## config.mk

```make
export PLATFORM = sky130hd
export DESIGN_NAME = spi_mem_seq
export DESIGN_NICKNAME = d
export VERILOG_FILES = /design/src/rtl/spi_mem_pkg.sv /design/src/rtl/spi_mem_dp.sv /design/src/rtl/spi_mem_ctrl.sv /design/src/rtl/spi_mem_seq.sv
export SDC_FILE = /design/constraint.sdc
export NUM_CORES = 1
export LEC_CHECK = 0
export ABC_AREA = 1
export BUFFER_PORTS_ARGS = -buffer_cell sky130_fd_sc_hd__clkbuf_2
export CAP_MARGIN = 10
export CELL_PAD_IN_SITES_DETAIL_PLACEMENT = 1
export CELL_PAD_IN_SITES_GLOBAL_PLACEMENT = 2
export CORE_ASPECT_RATIO = 1.2
export CORE_UTILIZATION = 30
export CTS_BUF_LIST = sky130_fd_sc_hd__clkbuf_8 sky130_fd_sc_hd__clkbuf_16
export DETAILED_ROUTE_END_ITERATION = 8
export PLACE_DENSITY_LB_ADDON = 0.1
export SLEW_MARGIN = 0
export SYNTH_ARGS = -nofsm -noshare
export SYNTH_HDL_FRONTEND = slang
export SYNTH_HIERARCHICAL = 1
export SYNTH_SLANG_ARGS = --single-unit
```

## constraint.sdc

```tcl
create_clock -name clk -period 2.86 [get_ports clk]
set_input_delay 0.572 -clock clk [delete_from_list [all_inputs] [get_ports clk]]
set_output_delay 0.572 -clock clk [all_outputs]
set_load 0.02 [all_outputs]
```

## src/rtl/spi_mem_pkg.sv

```systemverilog
package spi_mem_pkg;

  typedef enum logic [2:0] {
    OP_STAT_WR = 3'd0,
    OP_STAT_RD = 3'd1,
    OP_MEM_WR  = 3'd2,
    OP_MEM_RD  = 3'd3,
    OP_FAST_RD = 3'd4
  } memOp_e;

  localparam logic [7:0] CMD_WEN  = 8'h06;
  localparam logic [7:0] CMD_SWR  = 8'h01;
  localparam logic [7:0] CMD_SRD  = 8'h05;
  localparam logic [7:0] CMD_WR   = 8'h02;
  localparam logic [7:0] CMD_RD   = 8'h03;
  localparam logic [7:0] CMD_FRD  = 8'h0B;
  localparam logic [7:0] FILL     = 8'h00;

  // strobes from the sequencer to the byte engine
  typedef struct packed {
    logic       csLow;
    logic       load;
    logic [7:0] txByte;
  } dpCtl_t;

endpackage

```

## src/rtl/spi_mem_dp.sv

```systemverilog
module spi_mem_dp
  import spi_mem_pkg::*;
#(
  parameter int CLK_DIV = 2,
  parameter bit SCK_IDLE = 1'b0
) (
  input  logic       clk,
  input  logic       rstN,
  input  dpCtl_t     ctl,
  input  logic       miso,
  output logic       sck,
  output logic       mosi,
  output logic       csN,
  output logic       tick,
  output logic       byteBusy,
  output logic       byteDone,
  output logic [7:0] rxByte
);
  localparam int DIV_W = (CLK_DIV > 1) ? $clog2(CLK_DIV) : 1;
  localparam logic [DIV_W-1:0] DIV_LAST = DIV_W'(CLK_DIV - 1);

  logic [DIV_W-1:0] divCnt;
  logic             active;
  logic             phaseHi;
  logic [2:0]       bitCnt;
  logic [7:0]       txSh;
  logic [7:0]       rxSh;

  assign tick     = (divCnt == DIV_LAST);
  assign sck      = active ? phaseHi : SCK_IDLE;
  assign mosi     = txSh[7];
  assign byteBusy = active;
  assign rxByte   = rxSh;

  always_ff @(posedge clk or negedge rstN) begin
    if (!rstN) begin
      divCnt   <= '0;
      active   <= 1'b0;
      phaseHi  <= 1'b0;
      bitCnt   <= '0;
      txSh     <= '0;
      rxSh     <= '0;
      csN      <= 1'b1;
      byteDone <= 1'b0;
    end else begin
      csN      <= !ctl.csLow;
      byteDone <= 1'b0;
      if (ctl.load && !active) begin
        txSh    <= ctl.txByte;
        active  <= 1'b1;
        bitCnt  <= '0;
        phaseHi <= 1'b0;
        divCnt  <= '0;
      end else begin
        divCnt <= tick ? '0 : divCnt + 1'b1;
        if (active && tick) begin
          if (!phaseHi) begin
            phaseHi <= 1'b1;
            rxSh    <= {rxSh[6:0], miso};
          end else begin
            phaseHi <= 1'b0;
            if (bitCnt == 3'd7) begin
              active   <= 1'b0;
              byteDone <= 1'b1;
            end else begin
              bitCnt <= bitCnt + 3'd1;
              txSh   <= {txSh[6:0], 1'b0};
            end
          end
        end
      end
    end
  end
endmodule

```

## src/rtl/spi_mem_ctrl.sv

```systemverilog
module spi_mem_ctrl
  import spi_mem_pkg::*;
#(
  parameter int ADDR_BYTES = 3,
  parameter int ADDR_BITS  = 17,
  parameter int LEN_W      = 16
) (
  input  logic             clk,
  input  logic             rstN,
  input  logic             reqValid,
  output logic             reqReady,
  input  logic [2:0]       reqOp,
  input  logic [23:0]      reqAddr,
  input  logic [LEN_W-1:0] reqLen,
  input  logic [7:0]       wrData,
  input  logic             wrValid,
  output logic             wrReady,
  output logic [7:0]       rdData,
  output logic             rdValid,
  input  logic             rdReady,
  output logic             busy,
  output logic             done,
  output dpCtl_t           ctl,
  input  logic             tick,
  input  logic             byteBusy,
  input  logic             byteDone,
  input  logic [7:0]       rxByte
);
  localparam int IDX_W = LEN_W + 2;
  localparam logic [23:0] ADDR_MASK = 24'((64'd1 << ADDR_BITS) - 64'd1);

  typedef enum logic [2:0] {S_IDLE, S_SETUP, S_SEND, S_XFER, S_HOLD, S_GAP} state_e;

  state_e           state;
  memOp_e           op;
  logic [23:0]      addrQ;
  logic [LEN_W-1:0] dataCnt;
  logic [IDX_W-1:0] idx;
  logic             wrenPh;
  logic             csLow;

  logic [IDX_W-1:0] hdr;
  logic [IDX_W-1:0] lastIdx;
  logic             isRead;
  logic             isData;
  logic             needWr;
  logic             needRd;
  logic             canSend;
  logic [7:0]       txByte;

  always_comb begin
    case (op)
      OP_STAT_WR, OP_STAT_RD: hdr = IDX_W'(1);
      OP_FAST_RD:             hdr = IDX_W'(ADDR_BYTES + 2);
      default:                hdr = IDX_W'(ADDR_BYTES + 1);
    endcase
    isRead  = (op == OP_STAT_RD) || (op == OP_MEM_RD) || (op == OP_FAST_RD);
    isData  = idx >= hdr;
    lastIdx = wrenPh ? '0 : hdr + IDX_W'(dataCnt) - IDX_W'(1);
    needWr  = !wrenPh && isData && !isRead;
    needRd  = !wrenPh && isData && isRead;
    canSend = (state == S_SEND) && !byteBusy && (!needWr || wrValid) && (!needRd || !rdValid);
  end

  always_comb begin
    txByte = FILL;
    if (wrenPh) begin
      txByte = CMD_WEN;
    end else if (idx == '0) begin
      case (op)
        OP_STAT_WR: txByte = CMD_SWR;
        OP_STAT_RD: txByte = CMD_SRD;
        OP_MEM_WR:  txByte = CMD_WR;
        OP_FAST_RD: txByte = CMD_FRD;
        default:    txByte = CMD_RD;
      endcase
    end else if (isData) begin
      txByte = isRead ? FILL : wrData;
    end else begin
      for (int k = 1; k <= ADDR_BYTES; k++) begin
        if (idx == IDX_W'(k)) txByte = addrQ[8*(ADDR_BYTES-k) +: 8];
      end
    end
  end

  assign reqReady   = (state == S_IDLE);
  assign busy       = (state != S_IDLE);
  assign wrReady    = (state == S_SEND) && !byteBusy && needWr;
  assign ctl.csLow  = csLow;
  assign ctl.load   = canSend;
  assign ctl.txByte = txByte;

  always_ff @(posedge clk or negedge rstN) begin
    if (!rstN) begin
      state   <= S_IDLE;
      op      <= OP_STAT_RD;
      addrQ   <= '0;
      dataCnt <= '0;
      idx     <= '0;
      wrenPh  <= 1'b0;
      csLow   <= 1'b0;
      rdValid <= 1'b0;
      rdData  <= '0;
      done    <= 1'b0;
    end else begin
      done <= 1'b0;
      if (rdValid && rdReady) rdValid <= 1'b0;
      case (state)
        S_IDLE: if (reqValid) begin
          op      <= memOp_e'(reqOp);
          addrQ   <= reqAddr & ADDR_MASK;
          if (reqOp == OP_STAT_WR || reqOp == OP_STAT_RD || reqLen == '0) dataCnt <= LEN_W'(1);
          else dataCnt <= reqLen;
          wrenPh  <= (reqOp == OP_STAT_WR) || (reqOp == OP_MEM_WR);
          idx     <= '0;
          csLow   <= 1'b1;
          state   <= S_SETUP;
        end
        S_SETUP: if (tick) state <= S_SEND;
        S_SEND:  if (canSend) state <= S_XFER;
        S_XFER: if (byteDone) begin
          if (needRd) begin
            rdValid <= 1'b1;
            rdData  <= rxByte;
          end
          if (idx == lastIdx) state <= S_HOLD;
          else begin
            idx   <= idx + IDX_W'(1);
            state <= S_SEND;
          end
        end
        S_HOLD: if (tick) begin
          csLow <= 1'b0;
          state <= S_GAP;
        end
        S_GAP: if (tick) begin
          if (wrenPh) begin
            wrenPh <= 1'b0;
            idx    <= '0;
            csLow  <= 1'b1;
            state  <= S_SETUP;
          end else begin
            done  <= 1'b1;
            state <= S_IDLE;
          end
        end
        default: state <= S_IDLE;
      endcase
    end
  end
endmodule

```

## src/rtl/spi_mem_seq.sv

```systemverilog
module spi_mem_seq
  import spi_mem_pkg::*;
#(
  parameter int CLK_DIV  = 2,
  parameter int MEM_KBIT = 1024,
  parameter int MODE3    = 0,
  parameter int LEN_W    = 16
) (
  input  logic             clk,
  input  logic             rstN,
  input  logic             reqValid,
  output logic             reqReady,
  input  logic [2:0]       reqOp,
  input  logic [23:0]      reqAddr,
  input  logic [LEN_W-1:0] reqLen,
  input  logic [7:0]       wrData,
  input  logic             wrValid,
  output logic             wrReady,
  output logic [7:0]       rdData,
  output logic             rdValid,
  input  logic             rdReady,
  output logic             busy,
  output logic             done,
  output logic             sck,
  output logic             mosi,
  output logic             csN,
  input  logic             miso
);
  localparam int ADDR_BYTES = (MEM_KBIT >= 1024) ? 3 : 2;
  localparam int ADDR_BITS  = $clog2(MEM_KBIT) + 7;

  dpCtl_t     ctl;
  logic       tick;
  logic       byteBusy;
  logic       byteDone;
  logic [7:0] rxByte;

  spi_mem_ctrl #(
    .ADDR_BYTES(ADDR_BYTES), .ADDR_BITS(ADDR_BITS), .LEN_W(LEN_W)
  ) uCtrl (
    .clk(clk), .rstN(rstN),
    .reqValid(reqValid), .reqReady(reqReady), .reqOp(reqOp),
    .reqAddr(reqAddr), .reqLen(reqLen),
    .wrData(wrData), .wrValid(wrValid), .wrReady(wrReady),
    .rdData(rdData), .rdValid(rdValid), .rdReady(rdReady),
    .busy(busy), .done(done), .ctl(ctl),
    .tick(tick), .byteBusy(byteBusy), .byteDone(byteDone), .rxByte(rxByte)
  );

  spi_mem_dp #(
    .CLK_DIV(CLK_DIV), .SCK_IDLE(MODE3 != 0)
  ) uDp (
    .clk(clk), .rstN(rstN), .ctl(ctl), .miso(miso),
    .sck(sck), .mosi(mosi), .csN(csN),
    .tick(tick), .byteBusy(byteBusy), .byteDone(byteDone), .rxByte(rxByte)
  );
endmodule

```

Yosys cells after proc, flatten, opt, wreduce, memory -nomap -nowiden
Index checks and enable logic that the tools add are counted.
{ "op_classes": {"mux": 62, "addsub": 5, "n_bitwise": 2, "n_eq_ne": 25, "n_reduce_logical": 46, "magnitude_cmp": 1} }
{ "op_table": {"columns": ["cell", "n"], "rows": [
  ["$mux 18", 6],
  ["$mux 8", 10],
  ["$pmux 18 s3", 1],
  ["$eq 18x2->1 const B", 2],
  ["$mux 3", 11],
  ["$mux 1", 28],
  ["$add 18x1->18 const B", 1],
  ["$eq 18x1->1 const B", 1],
  ["$eq 18x18->1", 1],
  ["$ge 18x3->1", 1],
  ["$logic_not 18->1", 1],
  ["$pmux 3 s6", 1],
  ["$sub 18x1->18 const B", 1],
  ["$add 3x16->17", 1],
  ["$logic_not 16->1", 1],
  ["$mux 16", 1],
  ["$pmux 4 s4", 1],
  ["$eq 3x2->1 const B", 5],
  ["$reduce_and 3->1", 5],
  ["$ne 2x1->1 const B", 7],
  ["$eq 3x3->1 const B", 4],
  ["$reduce_and 6->1", 2],
  ["$logic_and 1x1->1", 10],
  ["$eq 3x1->1 const B", 3],
  ["other kinds (15)", 36]
]} }
{ "totals": {"input_bits": 57, "output_inout_bits": 16, "wordCells": 159, "ff_bits": 93} }

Logic depth before layout (Yosys ltp)
Gate-level depths: netlist of run 1.
{ "logic_depth": {"depth_word": 13, "mapped_depth": 24} }

Cells and area by module
Netlist of run 1, hierarchy kept.
{ "modules_own_cells": {"columns": ["module", "cells_each", "seq_area_each_um2", "area_per_inst_um2", "n_inst"], "rows": [
  ["spi_mem_ctrl", 794, 1727.9, 5332.6, 1],
  ["spi_mem_dp", 132, 601.8, 1167.4, 1]
]} }

Least setup slack after synthesis of run 1
No wires, ideal clock.
{ "synth_path": {"path_type": "register to register", "startpoint": "reg uCtrl.op[0]", "endpoint": "reg uCtrl.idx[10]", "path_buffers": 1, "path_stages_with_launch": 24, "t_arrival_ns": 2.774, "slack_ns": -0.031, "path_cell_list": "dfstp_2 -> nor2_1 -> nor2_1 -> ha_1 -> inv_1 -> ha_1 -> fa_1 -> nand2_1 -> nand2_2 -> nand3_1 -> nand2_1 -> nand2_1 -> nand2_1 -> nand2_1 -> nand3_1 -> nand2_1 -> nand2_1 -> nor2_1 -> nand2_1 -> nor2_4 -> nand3_4 -> buf_2 -> nand3_1 -> nand2_1"} }
{ "synth_between": {"elab_chain_len": 9} }
{ "synth_rtl": {"columns": ["element", "line_no", "text"], "rows": [
  ["start: declaration", "spi_mem_ctrl.sv:35", "memOp_e op;"],
  ["start signal: assignment", "spi_mem_ctrl.sv:110", "op <= memOp_e'(reqOp);"],
  ["$eq 3x1->1 / $logic_not 3->1 (equally long branches)", "spi_mem_ctrl.sv:52", "case (op)"],
  ["$reduce_or 2->1", "spi_mem_ctrl.sv:52", null],
  ["$pmux 3 s2 *", "spi_mem_ctrl.sv:52", null],
  ["$add 3x16->17 *", "spi_mem_ctrl.sv:59", "lastIdx = wrenPh ? '0 : hdr + IDX_W'(dataCnt) - IDX_W'(1);"],
  ["$sub 18x1->18 *", "spi_mem_ctrl.sv:59", null],
  ["$mux 18 *", "spi_mem_ctrl.sv:59", null],
  ["$eq 18x18->1 *", "spi_mem_ctrl.sv:126", "if (idx == lastIdx) state <= S_HOLD;"],
  ["$ne 2x2->1 (no line) *", null, null],
  ["$reduce_and 6->1 (no line) *", null, null],
  ["end signal: assignment", "spi_mem_ctrl.sv:128", "idx <= idx + IDX_W'(1);"],
  ["end: declaration", "spi_mem_ctrl.sv:38", "logic [IDX_W-1:0] idx;"]
]} }
Mark *: on every way between the ends. The rest lies on a longest branch, timed or not.
A chain may end at the register's enable or synchronous reset.

Worst setup path in the final report of run 1
{ "layout_path": {"startpoint": "reg uCtrl.op[0]", "endpoint": "out wrReady"} }
{ "layout_between": {"elab_chain_len": 7} }
{ "layout_rtl": {"columns": ["element", "line_no", "text"], "rows": [
  ["$eq 3x1->1 / $logic_not 3->1 (equally long branches)", "spi_mem_ctrl.sv:52, spi_mem_ctrl.sv:57", null],
  ["$reduce_or 2->1", "spi_mem_ctrl.sv:52", null],
  ["$pmux 3 s2", "spi_mem_ctrl.sv:52", null],
  ["$ge 18x3->1", "spi_mem_ctrl.sv:58", "isData = idx >= hdr;"],
  ["$logic_and 1x1->1", "spi_mem_ctrl.sv:60", "needWr = !wrenPh && isData && !isRead;"],
  ["$logic_and 1x1->1 *", "spi_mem_ctrl.sv:60", null],
  ["$logic_and 1x1->1 *", "spi_mem_ctrl.sv:88", "assign wrReady = (state == S_SEND) && !byteBusy && needWr;"],
  ["end: declaration", "spi_mem_seq.sv:18", "output logic wrReady,"]
]} }
Marks and branches as above.

==> summary.txt, run 1 <==
Synthesis
  – Commonest register cell after synthesis: sky130_fd_sc_hd__dfrtp_1
  – Area share of fa/ha/maj cells after synthesis: 0.04928
  – Main combinational cell family by area after synthesis: simple AND/OR/NAND/NOR gates
  – Xor and xnor fraction of the mapped netlist area: 0.02425
  – Sequential-to-total area share from yosys stat: 0.3584
  – Share of cell area taken by muxes after synthesis: 0.01386
  – Post-synth EDFFs: 0
  – Total standard cell area after synthesis: ~6500 sq um
  – Number of warnings issued by yosys: 6
  – Compound-cell area share of the yosys netlist: 0.06449
  – Proportion of synthesized flip-flops having asynchronous set or reset: 1.000
  – Post-Syn Nets: between 1000 and 1500
  – Avg Synthesized Cell Area: approximately 7 sq um
  – Gate count of the mapped netlist: ~900
  – Post-synthesis cell type count: ~50
  – #FFs+latches synth: 93
  – Simple-gate area share of the yosys netlist: 0.3923

Timing
  – Final clock period utilization by the worst path: 1.109
  – Worst slew margin: 0.6027
  – Achievable frequency: 315.2 MHz
  – Setup-failing EPs final: 28
  – Post-route setup slack: -0.3129 ns
  – Max Slew Vio Count: 0
  – Final Hold Vio Count: 0
  – Clock Skew: between 0.015 and 0.02 ns
  – Final period demand of the worst path: between 3 and 4 ns
  – Tightest Pin Transition: between 0.5 and 0.6 ns
  – RSZ-0062 raised after global routing: true

Setup path
  – CP endpoint: wrReady
  – Minimum setup slack among reg-to-reg paths: -0.26 ns
  – Worst-case reg-to-reg path depth: 20
  – Startpoint of the most critical register-to-register path: uCtrl/op[0]
  – Critical Path Start Type: flop
  – Launching element of the worst setup path: uCtrl/op[0]
  – Peak fanout along the critical path: 3
  – Required time at the worst-slack endpoint: about 2.3 ns
  – Category of the most critical setup path: reg2out
  – Kind of end point of the critical path: primary output
  – Reg2reg end: uCtrl/idx[2]
  – Arrival time worst endpoint: roughly 2.6 ns

Clock tree
  – Insertion delay to the later sink of the worst-skew pair: 0.36 ns
  – TritonCTS clock tree: built
  – CTS Sinks: slightly above 90
  – Number of buffers created by CTS: 9
  – Max H-tree Level: 3
  – Hold-fix buffers at CTS: 0
  – Reg clk slew, reported paths: roughly 0.080 ns
  – Maximum buffer depth of the clock tree: 2
  – Root buffer cell: sky130_fd_sc_hd__clkbuf_16

Routing
  – Number of remaining DRC errors: 0
  – Via count of the routed design: roughly 6300
  – Routed len/inst: 15.65 microns
  – DR pass1 iterations: 4
  – Antenna viol nets, final: 0
  – Total length of routed wires: slightly above 20 mm
  – Number of DRC violations after detailed-routing iteration 0: roughly 190
  – Number of vias per cell: about 4.8

Placed design
  – IO Port Bufs: 65
  – Half-perimeter wire length after placement: 15.76 mm
  – Setup Slack @ Placement: -0.4280 ns
  – Final RePlAce weighted congestion: 0.8192
  – Placed Cells: 1283

Global routing
  – Maximum number of pins on one net before global-route repair: 55
  – Via count of the first global-routing pass: 6802
  – Met3 track demand over resource: 0.02173
  – First-pass GRT wire length: ~34 mm
  – GR Util All Layers: 0.1974
  – Initial antenna violation count: 0
  – GR met2 Demand/Resource: 0.3745
  – Global-route met1 utilization: 0.2282
  – Top Usage Layer GRT: met2
  – Remaining global-route overflow: 0

Run status
  – Violations in the final reports: negative setup slack
  – Outcome: finished, violations left

Floorplan
  – Height of the die: around 160 microns
  – Effective utilization at floorplan: 0.3078
  – Number of primary I/O pins: between 70 and 80
  – Floorplan die area: roughly 22000 sq um
  – Die boundary width: roughly 140 microns
  – Placement Rows: 58
  – Floorplan Core Area: approximately 21000 sq um

Job
  – Max cap viols: 0

Pwr
  – Worst IR Drop VDD: around 0.41 mV
  – Ratio of total power to cell area: 1191 nW/um^2
  – Sum of internal, switching and leakage power: about 0.0097 W
  – Pleak: 4.120 nW

Layout
  – Final Util: 0.3838
  – Final instance count without filler cells: 1313
  – Signed area change from the synthesized netlist to the final layout: 24.70%
  – Proportion of layout cells with a drive suffix above 1: 0.2416
  – Number of antenna diodes: 0
  – Nets: 1120

Hold path
  – Type of the most critical hold path: in2async
## timing repair
action	CTS	global route
buffers inserted	3	10
pin swaps	2	29
gates resized for setup	17	53
setup endpoints to repair	21	33
gates cloned	0	2
## cells by family after synthesis
| logic type | Yosys count |
|---|---|
| simple gates | 561 |
| buf+inv | 149 |
| flops | 93 |
| compound gates | 72 |
| fa+ha+maj | 25 |
| xor+xnor | 18 |
| mux | 8 |
## sequential cells by signal, summed over array words and instances, names as in the netlist, 3 cells and up
name	count
uCtrl/addrQ	17
uDp/rxByte	8
uCtrl/op	3
uCtrl/idx	18
uCtrl/rdData	8
uCtrl/state	3
uCtrl/dataCnt	16
uDp/bitCnt	3
uDp/txSh	8
## stage by stage
step,hold WS (ns),cell area [sq um],TNS (ns)
2_1_floorplan,0.2764,6514,-0.02126
3_3_place_gp,0.3753,7412,-6.112
3_5_place_dp,0.3761,7412,-8.108
4_1_cts,0.2220,7805,-6.006
5_1_grt,0.2412,8105,-12.96
6_report,0.2004,8105,-5.651
## layer usage
metal  wire length (microns)  up-vias
met5                       0        -
met4                     420        0
met3                     438       20
met2                   10910       60
met1                    8784     2996
li1                        -     3213
## cell type report
cell class                 count  area, sq um
clock buffer                   9        225.2
clock inverter                 7        75.07
fill                        2686        13010
inverter                     117        455.4
multi-input combinational    686         3785
sequential                    93         2331
tap                          270        337.8
timing repair buffer         131        895.9
## how the worst min path moves through the flow
| stage | startpoint | endpoint | slack, ns |
|---|---|---|---|
| after floorplan | rstN | uCtrl/addrQ[0] | 0.28 |
| after detailed placement | uCtrl/csLow | uDp/csN | 0.38 |
| after global placement | uCtrl/csLow | uDp/csN | 0.38 |
| after CTS | rstN | uCtrl/idx[13] | 0.22 |
| after global routing | rstN | uCtrl/idx[11] | 0.24 |
| final | rstN | uCtrl/idx[13] | 0.20 |
## cell usage in the layout (no fill, tap or decap), types with 2 or more instances in the layout
| cell | count |
|---|---|
| sky130_fd_sc_hd__nand2_8 | 3 |
| sky130_fd_sc_hd__inv_4 | 3 |
| sky130_fd_sc_hd__mux2_2 | 8 |
| sky130_fd_sc_hd__inv_2 | 10 |
| sky130_fd_sc_hd__inv_1 | 101 |
| sky130_fd_sc_hd__nand4_1 | 25 |
| sky130_fd_sc_hd__nor3_2 | 3 |
| sky130_fd_sc_hd__xor2_1 | 17 |
| sky130_fd_sc_hd__nor4_1 | 7 |
| sky130_fd_sc_hd__nand3_1 | 87 |
| sky130_fd_sc_hd__buf_6 | 12 |
| sky130_fd_sc_hd__buf_12 | 2 |
| sky130_fd_sc_hd__nand2_4 | 3 |
| sky130_fd_sc_hd__clkinvlp_4 | 2 |
| sky130_fd_sc_hd__a31oi_1 | 5 |
| sky130_fd_sc_hd__nor2_1 | 63 |
| sky130_fd_sc_hd__clkbuf_2 | 63 |
| sky130_fd_sc_hd__nor3b_1 | 2 |
| sky130_fd_sc_hd__o21ai_0 | 30 |
| sky130_fd_sc_hd__a21oi_2 | 4 |
| sky130_fd_sc_hd__nand2_1 | 293 |
| sky130_fd_sc_hd__ha_1 | 21 |
| sky130_fd_sc_hd__nand3_2 | 21 |
| sky130_fd_sc_hd__o211ai_1 | 2 |
| sky130_fd_sc_hd__nor2_4 | 7 |
| sky130_fd_sc_hd__ha_4 | 3 |
| sky130_fd_sc_hd__clkinv_4 | 3 |
| sky130_fd_sc_hd__dfstp_2 | 2 |
| sky130_fd_sc_hd__nor2_2 | 13 |
| sky130_fd_sc_hd__buf_4 | 54 |
| sky130_fd_sc_hd__o21ai_1 | 4 |
| sky130_fd_sc_hd__a21oi_1 | 15 |
| sky130_fd_sc_hd__nand3b_1 | 5 |
| sky130_fd_sc_hd__nand2_2 | 13 |
| sky130_fd_sc_hd__inv_8 | 3 |
| sky130_fd_sc_hd__dfrtp_1 | 90 |
| sky130_fd_sc_hd__nor3_1 | 13 |
| sky130_fd_sc_hd__clkbuf_16 | 9 |
## worst max-delay path, stage by stage, from the launching register on
cell and delay (ns):
sky130_fd_sc_hd__dfstp_2 0.56, sky130_fd_sc_hd__nor2_4 0.05, sky130_fd_sc_hd__nor2_4 0.14, sky130_fd_sc_hd__buf_4 0.13, sky130_fd_sc_hd__buf_6 0.08, sky130_fd_sc_hd__buf_6 0.08, sky130_fd_sc_hd__buf_6 0.08, sky130_fd_sc_hd__inv_4 0.03
sky130_fd_sc_hd__ha_4 0.22, sky130_fd_sc_hd__nor2_2 0.10, sky130_fd_sc_hd__nand2_1 0.05, sky130_fd_sc_hd__o21ai_1 0.08, sky130_fd_sc_hd__nand2_1 0.11, sky130_fd_sc_hd__nor2_4 0.17, sky130_fd_sc_hd__nor2_2 0.07, sky130_fd_sc_hd__and3_4 0.15
sky130_fd_sc_hd__buf_6 0.12
## report_power, final
group	total [W]	switching, W	internal (W)
clock	0.00124	0.000622	0.000620
sequential	0.00204	0.000297	0.00174
combinational	0.00638	0.00390	0.00248
total	0.00965	0.00481	0.00484
## cells in the mapped netlist, drive strengths merged (2+ instances only)
cell type / n / area [sq um]
o21ai: 35 / 175.2
nor4: 7 / 43.79
nand4: 25 / 156.4
a21oi: 19 / 102.6
dfstp: 2 / 52.55
nor3: 17 / 100.1
nor2: 83 / 341.6
buf: 19 / 137.6
xor2: 17 / 148.9
mux2: 8 / 90.09
o211ai: 2 / 15.01
ha: 24 / 300.3
a31oi: 7 / 43.79
nand2: 310 / 1206
inv: 115 / 434.2
nand3: 109 / 628.1
clkinv: 2 / 12.51
nand3b: 5 / 37.54
dfrtp: 91 / 2277
clkbuf: 13 / 48.80
nor3b: 2 / 15.01
No activity file was read; power rests on OpenSTA's default activity.
==> run 2, diff against run 1 <==
Settings changed: RECOVER_POWER set to 50.
==> run 2 against run 1 <==
  * The run ends with max-capacitance violations, max-slew violations, negative setup slack left
  * Setup slack hardly changed
  * Combinational power hardly changed
  * Critical path depth stayed put
  * Power hardly changed
  * Sequential share of layout area is 0.067 points higher
  * Largest power group unchanged
  * Highest routed layer unchanged
  * Sequential power hardly changed
  * Critical path type unchanged
  * Fmax hardly changed
  * Cell count stayed put
  * Register-to-register slack hardly changed
==> summary.txt, run 2 (synthesized netlist as in run 1, its figures left out) <==
Pwr
  – Pleak: 4.111 nW (was 4.120 nW)
  – Fraction of power spent switching nets: 0.4986 (was 0.4987)
  – Sum of internal, switching and leakage power: 0.009646 W (was 0.009654 W)
  – Switching pwr: 0.004810 W (was 0.004814 W)
  – Design internal power: 0.004836 W (was 0.004840 W)
  – Ratio of total power to cell area: 1193 nW/um^2 (was 1191 nW/um^2)
  – Power share of the clock group: 0.129 (about the same)
  – Worst IR Drop VDD: 0.4089 mV (about the same)
  – Sequential group share of total power: 0.211 (about the same)
  – Comb power frac: 0.660 (about the same)

Timing
  – Max Slew Vio Count: 38 (was 0)
  – Final Hold Vio Count: 0 (unchanged)
  – Final period demand of the worst path: 3.173 ns (about the same)
  – Worst slew margin: -0.4717 (was 0.6027)
  – Post-route setup slack: -0.3132 ns (was -0.3129 ns)
  – Clock Skew: 0.01530 ns (was 0.01517 ns)
  – Final clock period utilization by the worst path: 1.110 (was 1.109)
  – Achievable frequency: 315.1 MHz (was 315.2 MHz)
  – RSZ-0062 raised after global routing: true (unchanged)
  – Setup-failing EPs final: 28 (unchanged)
  – Tightest Pin Transition: 2.208 ns (was 0.5959 ns)

Clock tree
  – Max H-tree Level: 3 (unchanged)
  – TritonCTS clock tree: built (unchanged)
  – Root buffer cell: sky130_fd_sc_hd__clkbuf_16 (unchanged)
  – Reg clk slew, reported paths: 0.08 ns (about the same)
  – Hold-fix buffers at CTS: 0 (unchanged)
  – Number of buffers created by CTS: 9 (unchanged)
  – CTS Sinks: 93 (unchanged)
  – Maximum buffer depth of the clock tree: 2 (unchanged)
  – Insertion delay to the later sink of the worst-skew pair: 0.36 ns (about the same)

Layout
  – Largest register by flop count: uCtrl/idx (unchanged)
  – Registers with the most flip-flops: uCtrl/idx (18), uCtrl/addrQ (17), uCtrl/dataCnt (16) (unchanged)
  – Most common cell after layout, fill and taps aside: sky130_fd_sc_hd__nand2_1 (unchanged)
  – Top library cells by usage in the layout, fill and taps aside: sky130_fd_sc_hd__nand2_1 (293), sky130_fd_sc_hd__inv_1 (101), sky130_fd_sc_hd__dfrtp_1 (90) (unchanged)
  – Number of flip-flops under the largest register name: 18 (unchanged)
  – Proportion of layout cells with a drive suffix above 1: 0.2407 (was 0.2416)
  – Final Util: 0.3829 (was 0.3838)
  – Signed area change from the synthesized netlist to the final layout: 24.41% (was 24.70%)
  – Number of antenna diodes: 0 (unchanged)
  – Nets: 1120 (unchanged)

Placed design
  – Final RePlAce weighted congestion: 0.8192 (unchanged)
  – IO Port Bufs: 65 (unchanged)
  – Half-perimeter wire length after placement: 15.76 mm (unchanged)

Hold path
  – Cell count of the worst hold path: 1
  – End point of the worst hold path: uDp/csN
  – Type of the most critical hold path: reg2reg (was in2async)
  – Startpoint of the worst hold path: uCtrl/csLow

Floorplan
  – Die boundary width: 136.4 microns (unchanged)
  – Number of primary I/O pins: 73 (unchanged)
  – Height of the die: 163.2 microns (unchanged)
  – Floorplan die area: 22260 sq um (unchanged)
  – Floorplan Core Area: 21120 sq um (unchanged)
  – Placement Rows: 58 (unchanged)
  – Effective utilization at floorplan: 0.3078 (unchanged)

Routing
  – Antenna viol nets, final: 0 (unchanged)
  – DR pass1 iterations: 4 (unchanged)
  – Total length of routed wires: 20.51 mm (was 20.55 mm)
  – Routed len/inst: 15.62 microns (was 15.65 microns)
  – Number of remaining DRC errors: 0 (unchanged)
  – Via count of the routed design: 6305 (was 6289)
  – Number of vias per cell: 4.802 (was 4.790)
  – Number of DRC violations after detailed-routing iteration 0: 208 (was 194)

Setup path
  – Peak fanout along the critical path: 3 (unchanged)
  – Kind of end point of the critical path: primary output (unchanged)
  – Worst-case reg-to-reg path depth: 20 (unchanged)
  – Reg2reg end: uCtrl/idx[2] (unchanged)
  – Required time at the worst-slack endpoint: 2.29 ns (about the same)
  – Arrival time worst endpoint: 2.60 ns (about the same)
  – Critical Path Start Type: flop (unchanged)
  – Category of the most critical setup path: reg2out (unchanged)
  – Minimum setup slack among reg-to-reg paths: -0.26 ns (about the same)
  – Startpoint of the most critical register-to-register path: uCtrl/op[0] (unchanged)

Global routing
  – Via count of the first global-routing pass: 6802 (unchanged)
  – Remaining global-route overflow: 0 (unchanged)
  – GR Util All Layers: 0.1974 (unchanged)
  – Maximum number of pins on one net before global-route repair: 55 (unchanged)
  – Initial antenna violation count: 0 (unchanged)
  – First-pass GRT wire length: 34.05 mm (unchanged)

Run status
  – Outcome: finished, violations left (unchanged)
  – Violations in the final reports: max-capacitance violations, max-slew violations, negative setup slack (was negative setup slack)

Job
  – Max cap viols: 1 (was 0)
run 2: how the worst max path moves through the flow:
| stage | to | cells past startpoint | slack (ns) | from |
|---|---|---|---|---|
| global placement | uCtrl/idx[15] | 23 | -0.31 | uCtrl/op[0] |
| finish | wrReady | 16 | -0.31 | uCtrl/op[0] |
| detailed placement | uCtrl/idx[16] | 23 | -0.43 | uCtrl/op[0] |
| CTS | uCtrl/idx[7] | 20 | -0.31 | uCtrl/op[0] |
| floorplan | uCtrl/idx[15] | 21 | -0.005 | uCtrl/op[0] |
| global route | uCtrl/idx[14] | 23 | -0.46 | uCtrl/op[0] |
run 2: final cells by class:
type,instances,area [sq um]
tap,270,337.8
multi-input combinational,686,3785
clock inverter,7,75.07
fill,2688,13030
timing repair buffer,131,877.1
clock buffer,9,225.2
inverter,117,455.4
sequential,93,2331
run 2: critical path, cell delays in order (launching register included):
cell and delay, ns:
sky130_fd_sc_hd__dfstp_2 0.56, sky130_fd_sc_hd__nor2_4 0.05, sky130_fd_sc_hd__nor2_4 0.14, sky130_fd_sc_hd__buf_4 0.13
sky130_fd_sc_hd__buf_6 0.08, sky130_fd_sc_hd__buf_6 0.08, sky130_fd_sc_hd__buf_6 0.08, sky130_fd_sc_hd__inv_4 0.03
sky130_fd_sc_hd__ha_4 0.22, sky130_fd_sc_hd__nor2_2 0.10, sky130_fd_sc_hd__nand2_1 0.05, sky130_fd_sc_hd__o21ai_1 0.08
sky130_fd_sc_hd__nand2_1 0.11, sky130_fd_sc_hd__nor2_4 0.17, sky130_fd_sc_hd__nor2_2 0.07, sky130_fd_sc_hd__and3_4 0.15
sky130_fd_sc_hd__buf_6 0.12
run 2: metal layers:
| layer | vias to the layer above | wire length, microns | global-route usage | share of wire |
|---|---|---|---|---|
| met1 | 3013 | 8804 | 0.2282 | 0.43 |
| met4 | 0 | 421 | 0.05808 | 0.021 |
| met5 | - | 0 | 0 | 0 |
| li1 | 3214 | - | - | - |
| met2 | 58 | 10890 | 0.3745 | 0.53 |
| met3 | 20 | 396 | 0.02173 | 0.019 |
run 2: what timing repair did:
item	4_1_cts	5_1_grt
pin swaps	2	29
setup buffers	3	10
endpoints found under the setup margin	21	33
cloned	0	2
endpoints found under the hold margin	0	0
gates resized for setup	17	53
run 2: power by group through the flow:
stage	Sequential (W)	Combinational, W	Clock [W]
after floorplan	0.00199	0.00403	0
after global placement	0.00204	0.00571	0
after detailed placement	0.00205	0.00580	0
after CTS	0.00203	0.00600	0.00128
after global routing	0.00209	0.00726	0.00133
final	0.00204	0.00637	0.00124
run 2: through the flow:
step,hold WS (ns),TNS (ns),area (sq um),worst slack (ns),instances
after floorplan,0.2764,-0.02126,6514,-0.004943,926
after global placement,0.3753,-6.112,7412,-0.3132,1283
after detailed placement,0.3761,-8.108,7412,-0.4280,1283
after CTS,0.2220,-6.006,7805,-0.3141,1302
after global routing,0.3953,-28.08,8087,-0.4579,1313
final,0.3779,-5.601,8087,-0.3132,1313
